### config.mk
export PLATFORM = sky130hd
export DESIGN_NAME = dkscan_top
export DESIGN_NICKNAME = d
export VERILOG_FILES = /design/src/rtl/dkscan_pkg.sv /design/src/rtl/dkscan_slot_timer.sv /design/src/rtl/dkscan_digit_shifter.sv /design/src/rtl/dkscan_key_scanner.sv /design/src/rtl/dkscan_top.sv
export SDC_FILE = /design/constraint.sdc
export NUM_CORES = 1
export LEC_CHECK = 0
export CORE_UTILIZATION = 32
export CTS_CLUSTER_SIZE = 14
export DETAILED_ROUTE_END_ITERATION = 8
export GPL_ROUTABILITY_DRIVEN = 1
export PLACE_DENSITY_LB_ADDON = 0.1
export REMOVE_ABC_BUFFERS = 1
export SLEW_MARGIN = 20
export SYNTH_ARGS = -nofsm -noshare
export SYNTH_HDL_FRONTEND = slang
export SYNTH_SLANG_ARGS = --single-unit
### constraint.sdc
create_clock -name clk -period 8.05 [get_ports clk]
set_clock_uncertainty 0.1 [all_clocks]
set_input_delay 1.2075 -clock clk [delete_from_list [all_inputs] [get_ports clk]]
set_output_delay 1.2075 -clock clk [all_outputs]
set_load 0.02 [all_outputs]
### src/rtl/dkscan_pkg.sv
package dkscan_pkg;

    typedef enum logic [1:0] {
        ST_LOAD   = 2'd0,
        ST_STROBE = 2'd1,
        ST_SHOW   = 2'd2,
        ST_SAMPLE = 2'd3
    } slot_state_e;

endpackage

### src/rtl/dkscan_slot_timer.sv
module dkscan_slot_timer #(
    parameter  int SLOT_CYCLES = 1000,
    localparam int CW          = $clog2(SLOT_CYCLES)
) (
    input  logic clk,
    input  logic rst_n,
    output logic show_last
);

    logic [CW-1:0] cnt_q;

    always_ff @(posedge clk) begin
        if (!rst_n) begin
            cnt_q <= '0;
        end else if (cnt_q == CW'(SLOT_CYCLES - 1)) begin
            cnt_q <= '0;
        end else begin
            cnt_q <= cnt_q + CW'(1);
        end
    end

    // last count that belongs to the lit span before the sample cycle
    assign show_last = (cnt_q == CW'(SLOT_CYCLES - 2));

endmodule

### src/rtl/dkscan_digit_shifter.sv
module dkscan_digit_shifter #(
    parameter int NUM_DIGITS = 8
) (
    input  logic                  clk,
    input  logic                  rst_n,
    input  logic                  step,
    input  logic                  inject,
    output logic [NUM_DIGITS-1:0] en_q
);

    always_ff @(posedge clk) begin
        if (!rst_n) begin
            en_q <= '0;
        end else if (step) begin
            en_q <= {en_q[NUM_DIGITS-2:0], inject};
        end
    end

endmodule

### src/rtl/dkscan_key_scanner.sv
module dkscan_key_scanner #(
    parameter  int NUM_ROWS   = 4,
    parameter  int NUM_COLS   = 6,
    parameter  int DEB_FRAMES = 3,
    parameter  int ROW_W      = 3,
    localparam int CODE_W     = $clog2(NUM_ROWS * NUM_COLS),
    localparam int COL_W      = $clog2(NUM_COLS),
    localparam int DW         = $clog2(DEB_FRAMES + 1)
) (
    input  logic                clk,
    input  logic                rst_n,
    input  logic                sample_en,
    input  logic                frame_end,
    input  logic [ROW_W-1:0]    row_idx,
    input  logic [NUM_COLS-1:0] cols,
    output logic [CODE_W-1:0]   key_code,
    output logic                key_valid
);

    logic              cur_hit;
    logic [COL_W-1:0]  cur_col;
    logic [CODE_W-1:0] cur_code;
    logic              rd_hit;
    logic [CODE_W-1:0] rd_code;
    logic              acc_hit_q;
    logic [CODE_W-1:0] acc_code_q;
    logic [CODE_W-1:0] last_q;
    logic [DW-1:0]     cnt_q;
    logic              rep_q;
    logic              same;
    logic [DW-1:0]     run_n;
    logic              fire;
    logic [CODE_W-1:0] key_code_q;
    logic              key_valid_q;

    // lowest closed column wins: scan from the top so the last hit is lowest
    always_comb begin
        cur_hit = 1'b0;
        cur_col = '0;
        for (int c = NUM_COLS - 1; c >= 0; c--) begin
            if (cols[c]) begin
                cur_hit = 1'b1;
                cur_col = COL_W'(c);
            end
        end
    end

    assign cur_code = CODE_W'(row_idx) * CODE_W'(NUM_COLS) + CODE_W'(cur_col);

    // earlier rows in the frame take priority over the current one
    assign rd_hit  = acc_hit_q | cur_hit;
    assign rd_code = acc_hit_q ? acc_code_q : cur_code;

    assign same = rd_hit && (cnt_q != '0) && (rd_code == last_q);

    always_comb begin
        if (!rd_hit) begin
            run_n = '0;
        end else if (!same) begin
            run_n = DW'(1);
        end else if (cnt_q == DW'(DEB_FRAMES)) begin
            run_n = cnt_q;
        end else begin
            run_n = cnt_q + DW'(1);
        end
    end

    assign fire = rd_hit && (run_n == DW'(DEB_FRAMES)) && !(same && rep_q);

    always_ff @(posedge clk) begin
        if (!rst_n) begin
            acc_hit_q   <= 1'b0;
            acc_code_q  <= '0;
            last_q      <= '0;
            cnt_q       <= '0;
            rep_q       <= 1'b0;
            key_code_q  <= '0;
            key_valid_q <= 1'b0;
        end else begin
            key_valid_q <= 1'b0;
            if (sample_en) begin
                if (frame_end) begin
                    acc_hit_q   <= 1'b0;
                    cnt_q       <= run_n;
                    rep_q       <= rd_hit && (fire || (same && rep_q));
                    key_valid_q <= fire;
                    if (rd_hit) begin
                        last_q <= rd_code;
                    end
                    if (fire) begin
                        key_code_q <= rd_code;
                    end
                end else begin
                    acc_hit_q  <= rd_hit;
                    acc_code_q <= rd_code;
                end
            end
        end
    end

    assign key_code  = key_code_q;
    assign key_valid = key_valid_q;

endmodule

### src/rtl/dkscan_top.sv
module dkscan_top
    import dkscan_pkg::*;
#(
    parameter  int CLK_HZ     = 1_000_000,
    parameter  int SLOT_HZ    = 1000,
    parameter  int NUM_DIGITS = 8,
    parameter  int SEG_W      = 8,
    parameter  int NUM_ROWS   = 4,
    parameter  int NUM_COLS   = 6,
    parameter  int DEB_FRAMES = 3,
    localparam int DIG_W      = $clog2(NUM_DIGITS),
    localparam int CODE_W     = $clog2(NUM_ROWS * NUM_COLS)
) (
    input  logic                  clk,
    input  logic                  rst_n,
    input  logic                  wr_en,
    input  logic [DIG_W-1:0]      wr_addr,
    input  logic [SEG_W-1:0]      wr_data,
    input  logic [NUM_COLS-1:0]   col_in,
    output logic [SEG_W-1:0]      seg_out,
    output logic [NUM_DIGITS-1:0] dig_out,
    output logic                  dig_shift,
    output logic [CODE_W-1:0]     key_code,
    output logic                  key_valid
);

    localparam int SLOT_CYCLES = CLK_HZ / SLOT_HZ;

    slot_state_e           state_q;
    slot_state_e           state_d;
    logic                  show_last;
    logic [SEG_W-1:0]      digit_buf_q [NUM_DIGITS];
    logic [SEG_W-1:0]      seg_hold_q;
    logic [DIG_W-1:0]      slot_idx_q;
    logic [NUM_DIGITS-1:0] dig_q;
    logic                  seg_gate;
    logic                  strobe;
    logic                  sample_now;
    logic                  inject;
    logic                  row_sample;
    logic                  last_row;

    dkscan_slot_timer #(
        .SLOT_CYCLES(SLOT_CYCLES)
    ) u_timer (
        .clk      (clk),
        .rst_n    (rst_n),
        .show_last(show_last)
    );

    // state register
    always_ff @(posedge clk) begin
        if (!rst_n) begin
            state_q <= ST_LOAD;
        end else begin
            state_q <= state_d;
        end
    end

    // transitions
    always_comb begin
        state_d = state_q;
        unique case (state_q)
            ST_LOAD:   state_d = ST_STROBE;
            ST_STROBE: state_d = ST_SHOW;
            ST_SHOW:   if (show_last) state_d = ST_SAMPLE;
            ST_SAMPLE: state_d = ST_LOAD;
            default:   state_d = ST_LOAD;
        endcase
    end

    // per-state outputs
    always_comb begin
        seg_gate   = 1'b0;
        strobe     = 1'b0;
        sample_now = 1'b0;
        unique case (state_q)
            ST_LOAD:   ;
            ST_STROBE: strobe = 1'b1;
            ST_SHOW:   seg_gate = 1'b1;
            ST_SAMPLE: begin
                seg_gate   = 1'b1;
                sample_now = 1'b1;
            end
            default:   ;
        endcase
    end

    // host-written digit buffer
    always_ff @(posedge clk) begin
        if (!rst_n) begin
            for (int i = 0; i < NUM_DIGITS; i++) begin
                digit_buf_q[i] <= '0;
            end
        end else if (wr_en && (int'(wr_addr) < NUM_DIGITS)) begin
            digit_buf_q[wr_addr] <= wr_data;
        end
    end

    // segment latch and slot index
    always_ff @(posedge clk) begin
        if (!rst_n) begin
            seg_hold_q <= '0;
            slot_idx_q <= '0;
        end else begin
            if (state_q == ST_LOAD) begin
                seg_hold_q <= digit_buf_q[slot_idx_q];
            end
            if (sample_now) begin
                slot_idx_q <= (slot_idx_q == DIG_W'(NUM_DIGITS - 1)) ? '0
                                                                     : slot_idx_q + DIG_W'(1);
            end
        end
    end

    assign inject = (slot_idx_q == '0);

    dkscan_digit_shifter #(
        .NUM_DIGITS(NUM_DIGITS)
    ) u_shifter (
        .clk   (clk),
        .rst_n (rst_n),
        .step  (strobe),
        .inject(inject),
        .en_q  (dig_q)
    );

    assign row_sample = sample_now && (int'(slot_idx_q) < NUM_ROWS);
    assign last_row   = (slot_idx_q == DIG_W'(NUM_ROWS - 1));

    dkscan_key_scanner #(
        .NUM_ROWS  (NUM_ROWS),
        .NUM_COLS  (NUM_COLS),
        .DEB_FRAMES(DEB_FRAMES),
        .ROW_W     (DIG_W)
    ) u_keys (
        .clk      (clk),
        .rst_n    (rst_n),
        .sample_en(row_sample),
        .frame_end(last_row),
        .row_idx  (slot_idx_q),
        .cols     (col_in),
        .key_code (key_code),
        .key_valid(key_valid)
    );

    assign seg_out   = (seg_gate && (|dig_q)) ? seg_hold_q : '0;
    assign dig_out   = dig_q;
    assign dig_shift = strobe;

endmodule

==> key figures, run 1 <==
Status
  – Outcome: completed

Critical path
  – CP Buf/Inv Count: 1
  – Crit path largest cell delay: 0.56 ns
  – Worst EP arrival: around 4.5 ns
  – CP Capture Type: register
  – Worst-path fanout max: 5
  – Worst EP required: between 8 and 9 ns
  – CP max-delay cell: nor4b_4
  – Worst setup SP type: input pin
  – Critical R2R Launch: slot_idx_q[0]
  – CP Class: input pin to register
  – CP startpoint: col_in[3]
  – Delay-heaviest family, CP: simple AND/OR/NAND/NOR gates
  – Crit path cell chain: clkdlybuf4s50_1, or4_4, nor2_1, ha_1, a21o_1, and3_1, o31ai_2, xor2_1, nor4b_4, mux2i_1

Yosys
  – Sequential area share after synthesis: 0.547
  – Ys Warns: 0
  – Post-synthesis cell type with the largest combined area: edfxtp_1
  – Fraction of registers with async set/reset: 0
  – Most frequent cells after synthesis: and2_1, edfxtp_1, nor2_1
  – Avg Cell Area, Syn: between 10 and 15 sq um
  – Top-count cell post-synth: and2_1
  – Yosys cell types: between 40 and 50
  – FF+latch count, synth: about 120
  – Ys flop type: edfxtp_1
  – Synth top area cells: edfxtp_1, dfxtp_1, and2_1, mux4_2, mux2i_1
  – Post-Synthesis Cells: approximately 450
  – EDFF count, synth: 64
  – Synth Cell Area: between 5000 and 6000 sq um
  – Synth top area share: 0.357

Clock tree
  – H-tree depth: 4
  – Clk_lat worst skew: between 0.4 and 0.5 ns
  – Post-CTS Setup Repair Bufs: 0
  – Clock sink total: ~120
  – Maximum root-to-sink buffer count: 2
  – Clk slew on worst S/H paths: ~0.05 ns
  – CTS tree: yes
  – Number of hold buffers added after cts: 0
  – Root buffer cell: clkbuf_16
  – CTS Buf Count: 17
  – CTS resizes: 0

Floorplan
  – DIE WIDTH: 132 um
  – Die span in y: approximately 130 um
  – Initial Util: 0.326
  – Die area: about 17000 sq um
  – Core Area: ~17000 sq um
  – # IOs: 43
  – FP Rows: between 40 and 50

Power and ir drop
  – Clock power frac: 0.407
  – Pint: between 1000 and 1500 uW
  – Psw: ~430 uW
  – Leakage power total: ~0.0023 uW
  – P per Cell Area: approximately 250 nW/um^2
  – Max VDD drop: around 0.00016 V
  – Combinational Power Share: 0.160
  – Sw Share: 0.263
  – Register share of total power: 0.432

Detailed routing
  – Residual DRC count: 0
  – Wire length per cell: roughly 16 um
  – Vias: about 3500
  – Post-DRT Antenna Nets: 0
  – 1st-pass router iterations: 4
  – Initial drt markers: roughly 130
  – Routed vias/inst: around 4.7
  – Final wirelength: between 10 and 15 mm

Layout
  – Fraction of layout cells with a size suffix above 1: 0.112
  – Fillcell total: roughly 1600
  – Total Nets Final: about 540
  – Diodes inserted: 0
  – P&R area growth vs syn: 21.7%
  – Non-Filler Cell Area, Final: between 6000 and 7000 sq um
  – Fin cells: about 740
  – Final core utilization: 0.396

STA
  – Unrepaired setup endpoints after global routing: false
  – Fin. Hold Viols: 0
  – Fin crit period: 4.21 ns
  – Post-route clock period utilization: 0.523
  – Fmax: 238 MHz
  – Setup violators final: 0
  – Hold WS: 0.356 ns
  – Total negative slack: 0 ns
  – Final Max Slew Viols: 0
  – Slew headroom: 0.314
  – Worst Max-Slew Pin Slew: approximately 1.0 ns

Global routing
  – Largest net degree at the start of global routing: 35
  – GRT Total Usage: 0.154
  – Vias in the first global route: about 3600
  – First-pass GRT wire length: slightly below 20 mm
  – Initial antenna violation count: 0
  – Overflow after GRT: 0

Run
  – # Max-Cap Violations: 0

Place
  – Detailed Place HPWL: around 7.9 mm
  – Routability cong.: around 0.75
  – Cells after DPL: 705
  – Count of buffers from port buffering: 42
  – DP Area: around 6000 sq um

Worst hold path
  – HP Class: register to register
  – Hold wc startpoint: u_keys.key_code[0]
-- cell type report --
type                    count  area [sq um]  area share
clock inverters             8          61.3     0.00936
multi-input cells         311          2310       0.352
clock buffers              24           452      0.0690
repair buffers             49           473      0.0722
flip-flops and latches    115          2940       0.449
well taps                 220           275      0.0420
inverters                  10          37.5     0.00573
-- per-layer routing --
metal	GRT usage	wire length [um]
met5	0	0
met4	0.0704	211
met3	0.0355	339
met2	0.250	5880
met1	0.193	5590
-- per-stage QoR --
stage                     worst slack [ns]  power, uW
final                                 3.84       1640
after global routing                  3.58       1720
after CTS                             3.81       1660
after detailed placement              3.38        986
after global placement                3.49        981
after floorplan                       4.17        890
-- layout by cell type (no fill, tap or decap), types with 7 or more instances in the layout --
cell             count
a21oi_1             10
a311oi_1             8
and2_1              72
buf_4                7
clkbuf_1             7
clkbuf_16           17
clkdlybuf4s50_1     42
dfxtp_1             51
edfxtp_1            64
ha_1                13
inv_1                9
mux2i_1             22
mux4_2              16
nand2_1             32
nand2b_1             9
nand3_1              7
nor2_1              57
xor2_1              10
-- worst reg2reg max path: stages (launching register included) --
cell and delay (ns):
dfxtp_1 0.30, buf_4 0.37, inv_1 0.09, ha_1 0.36
fa_1 0.42, xnor2_1 0.14, o21ai_0 0.46, xor2_1 0.24
nor2_1 0.15, nor4b_4 0.45, mux2i_1 0.23
-- flip-flops by register name (all words and copies together), names as in the netlist --
name and flops:
digit_buf_q 64, seg_hold_q 8, slot_idx_q 3, state_q 2
u_keys.acc_code_q 5, u_keys.acc_hit_q 1, u_keys.cnt_q 2, u_keys.key_code 5
u_keys.key_valid 1, u_keys.last_q 5, u_keys.rep_q 1, u_shifter.en_q 8
u_timer.cnt_q 10
-- power groups by stage --
stage	combinational, uW	clock [uW]	sequential [uW]
after detailed placement	266	0	719
after global placement	262	0	718
final	262	667	707
after CTS	268	687	707
after floorplan	170	0	721
after global routing	294	714	715
-- logic make-up (layout without fill, tap and decap cells) --
family / after synthesis / after routing / share of synthesized area
flops: 115 / 115 / 0.547
compound gates: 40 / 40 / 0.0519
buf+inv: 28 / 91 / 0.0240
xor+xnor: 13 / 13 / 0.0212
simple gates: 204 / 204 / 0.206
mux: 39 / 39 / 0.112
fa+ha+maj: 15 / 15 / 0.0377
-- worst paths after layout --
kind	end	cells after the start	slack, ns
max	u_keys.key_code[3]	10	3.84
min	u_keys.key_code[0]	2	0.36
max reg2reg	u_keys.key_code[3]	10	4.68
min reg2reg	u_keys.key_code[0]	2	0.36
Power figures use the tool's default switching activity.
==> run 2: changes to the inputs <==
- clock period: 8.05 -> 4.16 ns (I/O delays scaled with it)
==> key figures, run 2 (synthesized netlist as in run 1, its figures left out) <==
Status
  – Outcome: completed

Detailed routing
  – Vias: 3446 (-0.26%)
  – 1st-pass router iterations: 4 (unchanged)
  – Routed vias/inst: 4.64 (-1.1%)
  – Final wirelength: 11.9 mm (-1.2%)
  – Residual DRC count: 0 (unchanged)
  – Wire length per cell: 16.0 um (-2.0%)
  – Uppermost layer routed: met4
  – Initial drt markers: 216 (+70%)
  – Met3 Wirelength: 421 um (+24%)
  – Metal2 WL: 5.85 mm (-0.61%)
  – Post-DRT Antenna Nets: 0 (unchanged)
  – M1 WL: 5.52 mm (-1.3%)

Global routing
  – Vias in the first global route: 3581 (-1.8%)
  – First-pass GRT wire length: 19.1 mm (-3.0%)
  – Overflow after GRT: 0 (unchanged)
  – Initial antenna violation count: 0 (unchanged)
  – GRT Total Usage: 0.149 (-0.00444)
  – Largest net degree at the start of global routing: 25 (-29%)

Clock tree
  – Number of hold buffers added after cts: 0 (unchanged)
  – Clock sink total: 115 (unchanged)
  – Clk_lat worst skew: 0.40 ns (about the same)
  – Root buffer cell: clkbuf_16
  – CTS resizes: 0 (unchanged)
  – Clk slew on worst S/H paths: 0.06 ns (about the same)
  – H-tree depth: 4 (unchanged)
  – Post-CTS Setup Repair Bufs: 0 (unchanged)
  – CTS Buf Count: 17 (unchanged)
  – Maximum root-to-sink buffer count: 2 (unchanged)
  – CTS tree: yes

Floorplan
  – Die area: 17300 sq um (unchanged)
  – # IOs: 43 (unchanged)
  – Core Area: 16500 sq um (unchanged)
  – Die span in y: 132 um (unchanged)
  – DIE WIDTH: 132 um (unchanged)
  – FP Rows: 47 (unchanged)
  – Initial Util: 0.326 (unchanged)

Layout
  – Largest Register: digit_buf_q
  – Non-Filler Cell Area, Final: 6610 sq um (+0.88%)
  – Area of the multi-input gates: 2310 sq um (unchanged)
  – Largest register FFs: 64 (unchanged)
  – Fillcell total: 1615 (+1.1%)
  – P&R area growth vs syn: 22.8%
  – Fraction of layout cells with a size suffix above 1: 0.130 (+0.0178)
  – Diodes inserted: 0 (unchanged)
  – Most frequent cells in the layout: and2_1, edfxtp_1, nor2_1
  – Commonest non-fill, non-tap cell in the layout: and2_1
  – Total Nets Final: 545 (+1.1%)
  – Reg area: 2940 sq um (unchanged)
  – Largest regs: digit_buf_q (64), u_timer.cnt_q (10)

STA
  – Fin crit period: around 3.6 ns
  – Post-route clock period utilization: 0.860
  – Slew headroom: 0.509 (+0.196)
  – Fin. Hold Viols: 0 (unchanged)
  – Unrepaired setup endpoints after global routing: false
  – Total negative slack: 0 ns (unchanged)
  – Worst Max-Slew Pin Slew: 0.733 ns (-0.290 ns)
  – Fmax: ~280 MHz
  – Final Max Slew Viols: 0 (unchanged)
  – Setup violators final: 0 (unchanged)
  – Hold WS: 0.357 ns (+0.000915 ns)

Place
  – Routability cong.: 0.771 (+2.4%)
  – Detailed Place HPWL: 7.96 mm (+1.2%)
  – Count of buffers from port buffering: 42 (unchanged)
  – DP Area: 6080 sq um (+0.75%)

Critical path
  – CP Class: input pin to register
  – Crit path largest cell delay: 0.56 ns (about the same)
  – Worst EP arrival: 3.77 ns (-0.68 ns)
  – Crit path cell chain: clkdlybuf4s50_1, or4_4, nor2_1, fa_1, mux2i_1, xor2_1, o2111ai_2, or4_1, o311ai_1, nand2_1
  – FF-to-FF End: u_keys.key_code[4]
  – Worst-path fanout max: 5 (unchanged)
  – Delay-heaviest family, CP: simple AND/OR/NAND/NOR gates
  – R2R setup slack: 0.99 ns (-3.69 ns)
  – Worst EP required: 4.35 ns (-3.94 ns)
  – Critical R2R Launch: slot_idx_q[1]
  – CP Capture Type: register
  – CP Buf/Inv Count: 1 (unchanged)
  – R2R cell count: 9 (-1)
  – Worst setup SP type: input pin
  – CP max-delay cell: or4_4

Worst hold path
  – HP Class: register to register
  – Hold Path Stages: 2 (unchanged)
  – Hold wc startpoint: u_keys.key_code[1]
  – Hold Path Sink: u_keys.key_code[1]

Power and ir drop
  – P per Cell Area: 481 nW/um^2 (+92%)
  – Max VDD drop: 0.000291 V (+78%)
  – Leakage power total: 0.00235 uW (+1.6%)

Run
  – # Max-Cap Violations: 0 (unchanged)
[run 2: cell count changes in the layout (fill, tap and decap cells not counted), sizes merged]
cell,previous run,this run
buf,7,13
clkbuf,24,18
clkinvlp,0,1
inv,10,9
clkinv,7,13
[run 2: layer usage]
metal,global-route usage,vias to the layer above
met2,0.255,63
met1,0.181,1648
li1,-,1726
met5,0,-
met4,0.0407,0
met3,0.0455,9
[run 2: stage by stage]
step / setup WS [ns] / power [uW] / cells / util
final: 0.582 / 3180 / 743 / 0.400
after global routing: 0.372 / 3340 / 743 / 0.400
after CTS: 0.572 / 3220 / 743 / 0.400
after detailed placement: 0.148 / 1910 / 711 / 0.368
after global placement: 0.237 / 1900 / 711 / 0.368
after floorplan: 0.725 / 1720 / 436 / -
[run 2: how the worst max path moves through the flow]
stage,start,end,slack [ns],cells past startpoint
after CTS,col_in[3],u_keys.key_code[4],0.57,10
after global placement,col_in[3],u_keys.cnt_q[0],0.24,10
after detailed placement,col_in[3],u_keys.cnt_q[0],0.15,10
after global routing,col_in[3],u_keys.key_code[3],0.37,10
after floorplan,slot_idx_q[0],u_keys.cnt_q[0],0.72,9
final,col_in[3],u_keys.cnt_q[0],0.58,10
[run 2: tightest hold or removal path: cells and delay by family, from the launching register on]
family / cells / cell delay, ns
muxes: 1 / 0.05
DFF: 1 / 0.31
and+or+nand+nor: 1 / 0.05
[run 2: cell type report]
type	count	share of cell area
clock buffers	18	0.0650
inverters	10	0.00568
repair buffers	55	0.0784
flip-flops and latches	115	0.445
well taps	220	0.0417
multi-input cells	311	0.349
clock inverters	14	0.0146
[run 2: report_power, final]
group	leakage [uW]	internal (uW)	switching (uW)
logic	0.00106	228	281
clock network	0.000263	803	494
registers	0.00103	1300	65.8
total	0.00235	2330	841
==> run 3: changes to the inputs <==
- RECOVER_POWER: unset -> 25
==> key figures, run 3 (synthesized netlist as in run 1, its figures left out) <==
Status
  – Outcome: completed

Clock tree
  – Root buffer cell: clkbuf_16
  – Clk_lat worst skew: 0.40 ns (about the same)
  – H-tree depth: 4 (unchanged)
  – CTS resizes: 0 (unchanged)
  – Clock sink total: 115 (unchanged)
  – Maximum root-to-sink buffer count: 2 (unchanged)
  – CTS tree: yes
  – CTS Buf Count: 17 (unchanged)
  – Post-CTS Setup Repair Bufs: 0 (unchanged)
  – Clk slew on worst S/H paths: 0.06 ns (about the same)
  – Number of hold buffers added after cts: 0 (unchanged)

Global routing
  – Initial antenna violation count: 0 (unchanged)
  – GRT busiest layer: met2
  – Largest net degree at the start of global routing: 25 (unchanged)
  – Overflow after GRT: 0 (unchanged)
  – GRT Total Usage: 0.149 (unchanged)
  – Grt met1 use: 0.181 (unchanged)
  – Vias in the first global route: 3581 (unchanged)
  – First-pass GRT wire length: 19.1 mm (unchanged)
  – Met3 usage: 0.0455 (unchanged)
  – Met2 Usage GRT: 0.255 (unchanged)

Critical path
  – Worst setup SP type: input pin
  – R2R cell count: 9 (unchanged)
  – CP Capture Type: register
  – R2R setup slack: 0.98 ns (about the same)
  – Worst EP arrival: 3.80 ns (+0.03 ns)
  – CP Class: input pin to register
  – Critical R2R Launch: slot_idx_q[1]
  – FF-to-FF End: u_keys.key_code[4]
  – Worst EP required: 4.38 ns (+0.03 ns)
  – Worst-path fanout max: 5 (unchanged)

Layout
  – Total Nets Final: 545 (unchanged)
  – P&R area growth vs syn: 22.3%
  – Largest register FFs: 64 (unchanged)
  – Largest regs: digit_buf_q (64), u_timer.cnt_q (10)
  – Largest Register: digit_buf_q
  – Commonest non-fill, non-tap cell in the layout: and2_1
  – Fraction of layout cells with a size suffix above 1: 0.115 (-0.0153)
  – Diodes inserted: 0 (unchanged)
  – Most frequent cells in the layout: and2_1, edfxtp_1, nor2_1

Place
  – Routability cong.: 0.771 (unchanged)
  – Detailed Place HPWL: 7.96 mm (unchanged)
  – Count of buffers from port buffering: 42 (unchanged)
  – DP Worst Slack: 0.148 ns (unchanged)

STA
  – Worst Max-Slew Pin Slew: 1.32 ns (+0.586 ns)
  – Final worst slack: 0.583 ns (+0.000377 ns)
  – Fin crit period: 3.58 ns (-0.000377 ns)
  – Post-route clock period utilization: 0.860 (about the same)
  – Fin. Hold Viols: 0 (unchanged)
  – Slew headroom: 0.120 (-0.389)
  – Unrepaired setup endpoints after global routing: false
  – Total negative slack: 0 ns (unchanged)
  – Final Max Slew Viols: 0 (unchanged)
  – Setup violators final: 0 (unchanged)
  – Fmax: 280 MHz (about the same)

Detailed routing
  – Wire length per cell: 16.0 um (about the same)
  – Routed vias/inst: 4.62 (-0.32%)
  – Final wirelength: 11.9 mm (about the same)
  – Residual DRC count: 0 (unchanged)
  – 1st-pass router iterations: 4 (unchanged)
  – Initial drt markers: 214 (-0.93%)
  – Post-DRT Antenna Nets: 0 (unchanged)
  – Vias: 3435 (-0.32%)

Floorplan
  – # IOs: 43 (unchanged)
  – FP Rows: 47 (unchanged)
  – Core Area: 16500 sq um (unchanged)
  – Die span in y: 132 um (unchanged)
  – DIE WIDTH: 132 um (unchanged)
  – Die area: 17300 sq um (unchanged)
  – Initial Util: 0.326 (unchanged)

Worst hold path
  – Hold wc startpoint: u_keys.key_code[1]
  – Hold Path Stages: 2 (unchanged)
  – Hold Path Sink: u_keys.key_code[1]
  – HP Class: register to register

Power and ir drop
  – P per Cell Area: 482 nW/um^2 (+0.38%)
  – Tot Pwr: 3170 uW (about the same)
  – Leakage power total: 0.00232 uW (-1.3%)
  – Max VDD drop: 0.000291 V (about the same)

Run
  – # Max-Cap Violations: 0 (unchanged)
## run 3: per-stage QoR
step / instance area (sq um) / hold slack, ns / util / cells
4_1_cts: 6610 / 0.359 / 0.400 / 743
5_1_grt: 6580 / 0.373 / 0.398 / 743
6_report: 6580 / 0.357 / 0.398 / 743
2_1_floorplan: 5290 / 0.337 / - / 436
3_5_place_dp: 6080 / 0.352 / 0.368 / 711
3_3_place_gp: 6080 / 0.345 / 0.368 / 711
## run 3: layout make-up
type	count	area (sq um)
fillers	1620	9950
flip-flops and latches	115	2940
multi-input cells	311	2310
repair buffers	55	488
clock buffers	18	429
well taps	220	275
clock inverters	14	96.3
inverters	10	37.5
## run 3: critical path, stage by stage
cell and delay [ns]:
clkdlybuf4s50_1 0.45, or4_4 0.56, nor2_1 0.22, fa_1 0.45, mux2i_1 0.25, xor2_1 0.20
o2111ai_2 0.19, or3_1 0.40, or3_1 0.31, a21oi_1 0.13
## run 3: worst max-delay path by stage
stage,start,end,slack (ns)
final,col_in[3],u_keys.cnt_q[1],0.58
after global routing,rst_n,slot_idx_q[2],0.31
after CTS,col_in[3],u_keys.key_code[4],0.57
after detailed placement,col_in[3],u_keys.cnt_q[0],0.15
after global placement,col_in[3],u_keys.cnt_q[0],0.24
after floorplan,slot_idx_q[0],u_keys.cnt_q[0],0.72
## run 3: per-layer routing
metal / wire length (um) / share of wire
met3: 457 / 0.038
met1: 5500 / 0.46
met4: 93 / 0.0078
met2: 5830 / 0.49
met5: 0 / 0
## run 3: report_power, final
group          internal (uW)  switching, uW  leakage, uW
logic                    224            281      0.00103
registers               1300           65.8      0.00103
clock network            803            495     0.000263
total                   2330            842      0.00232
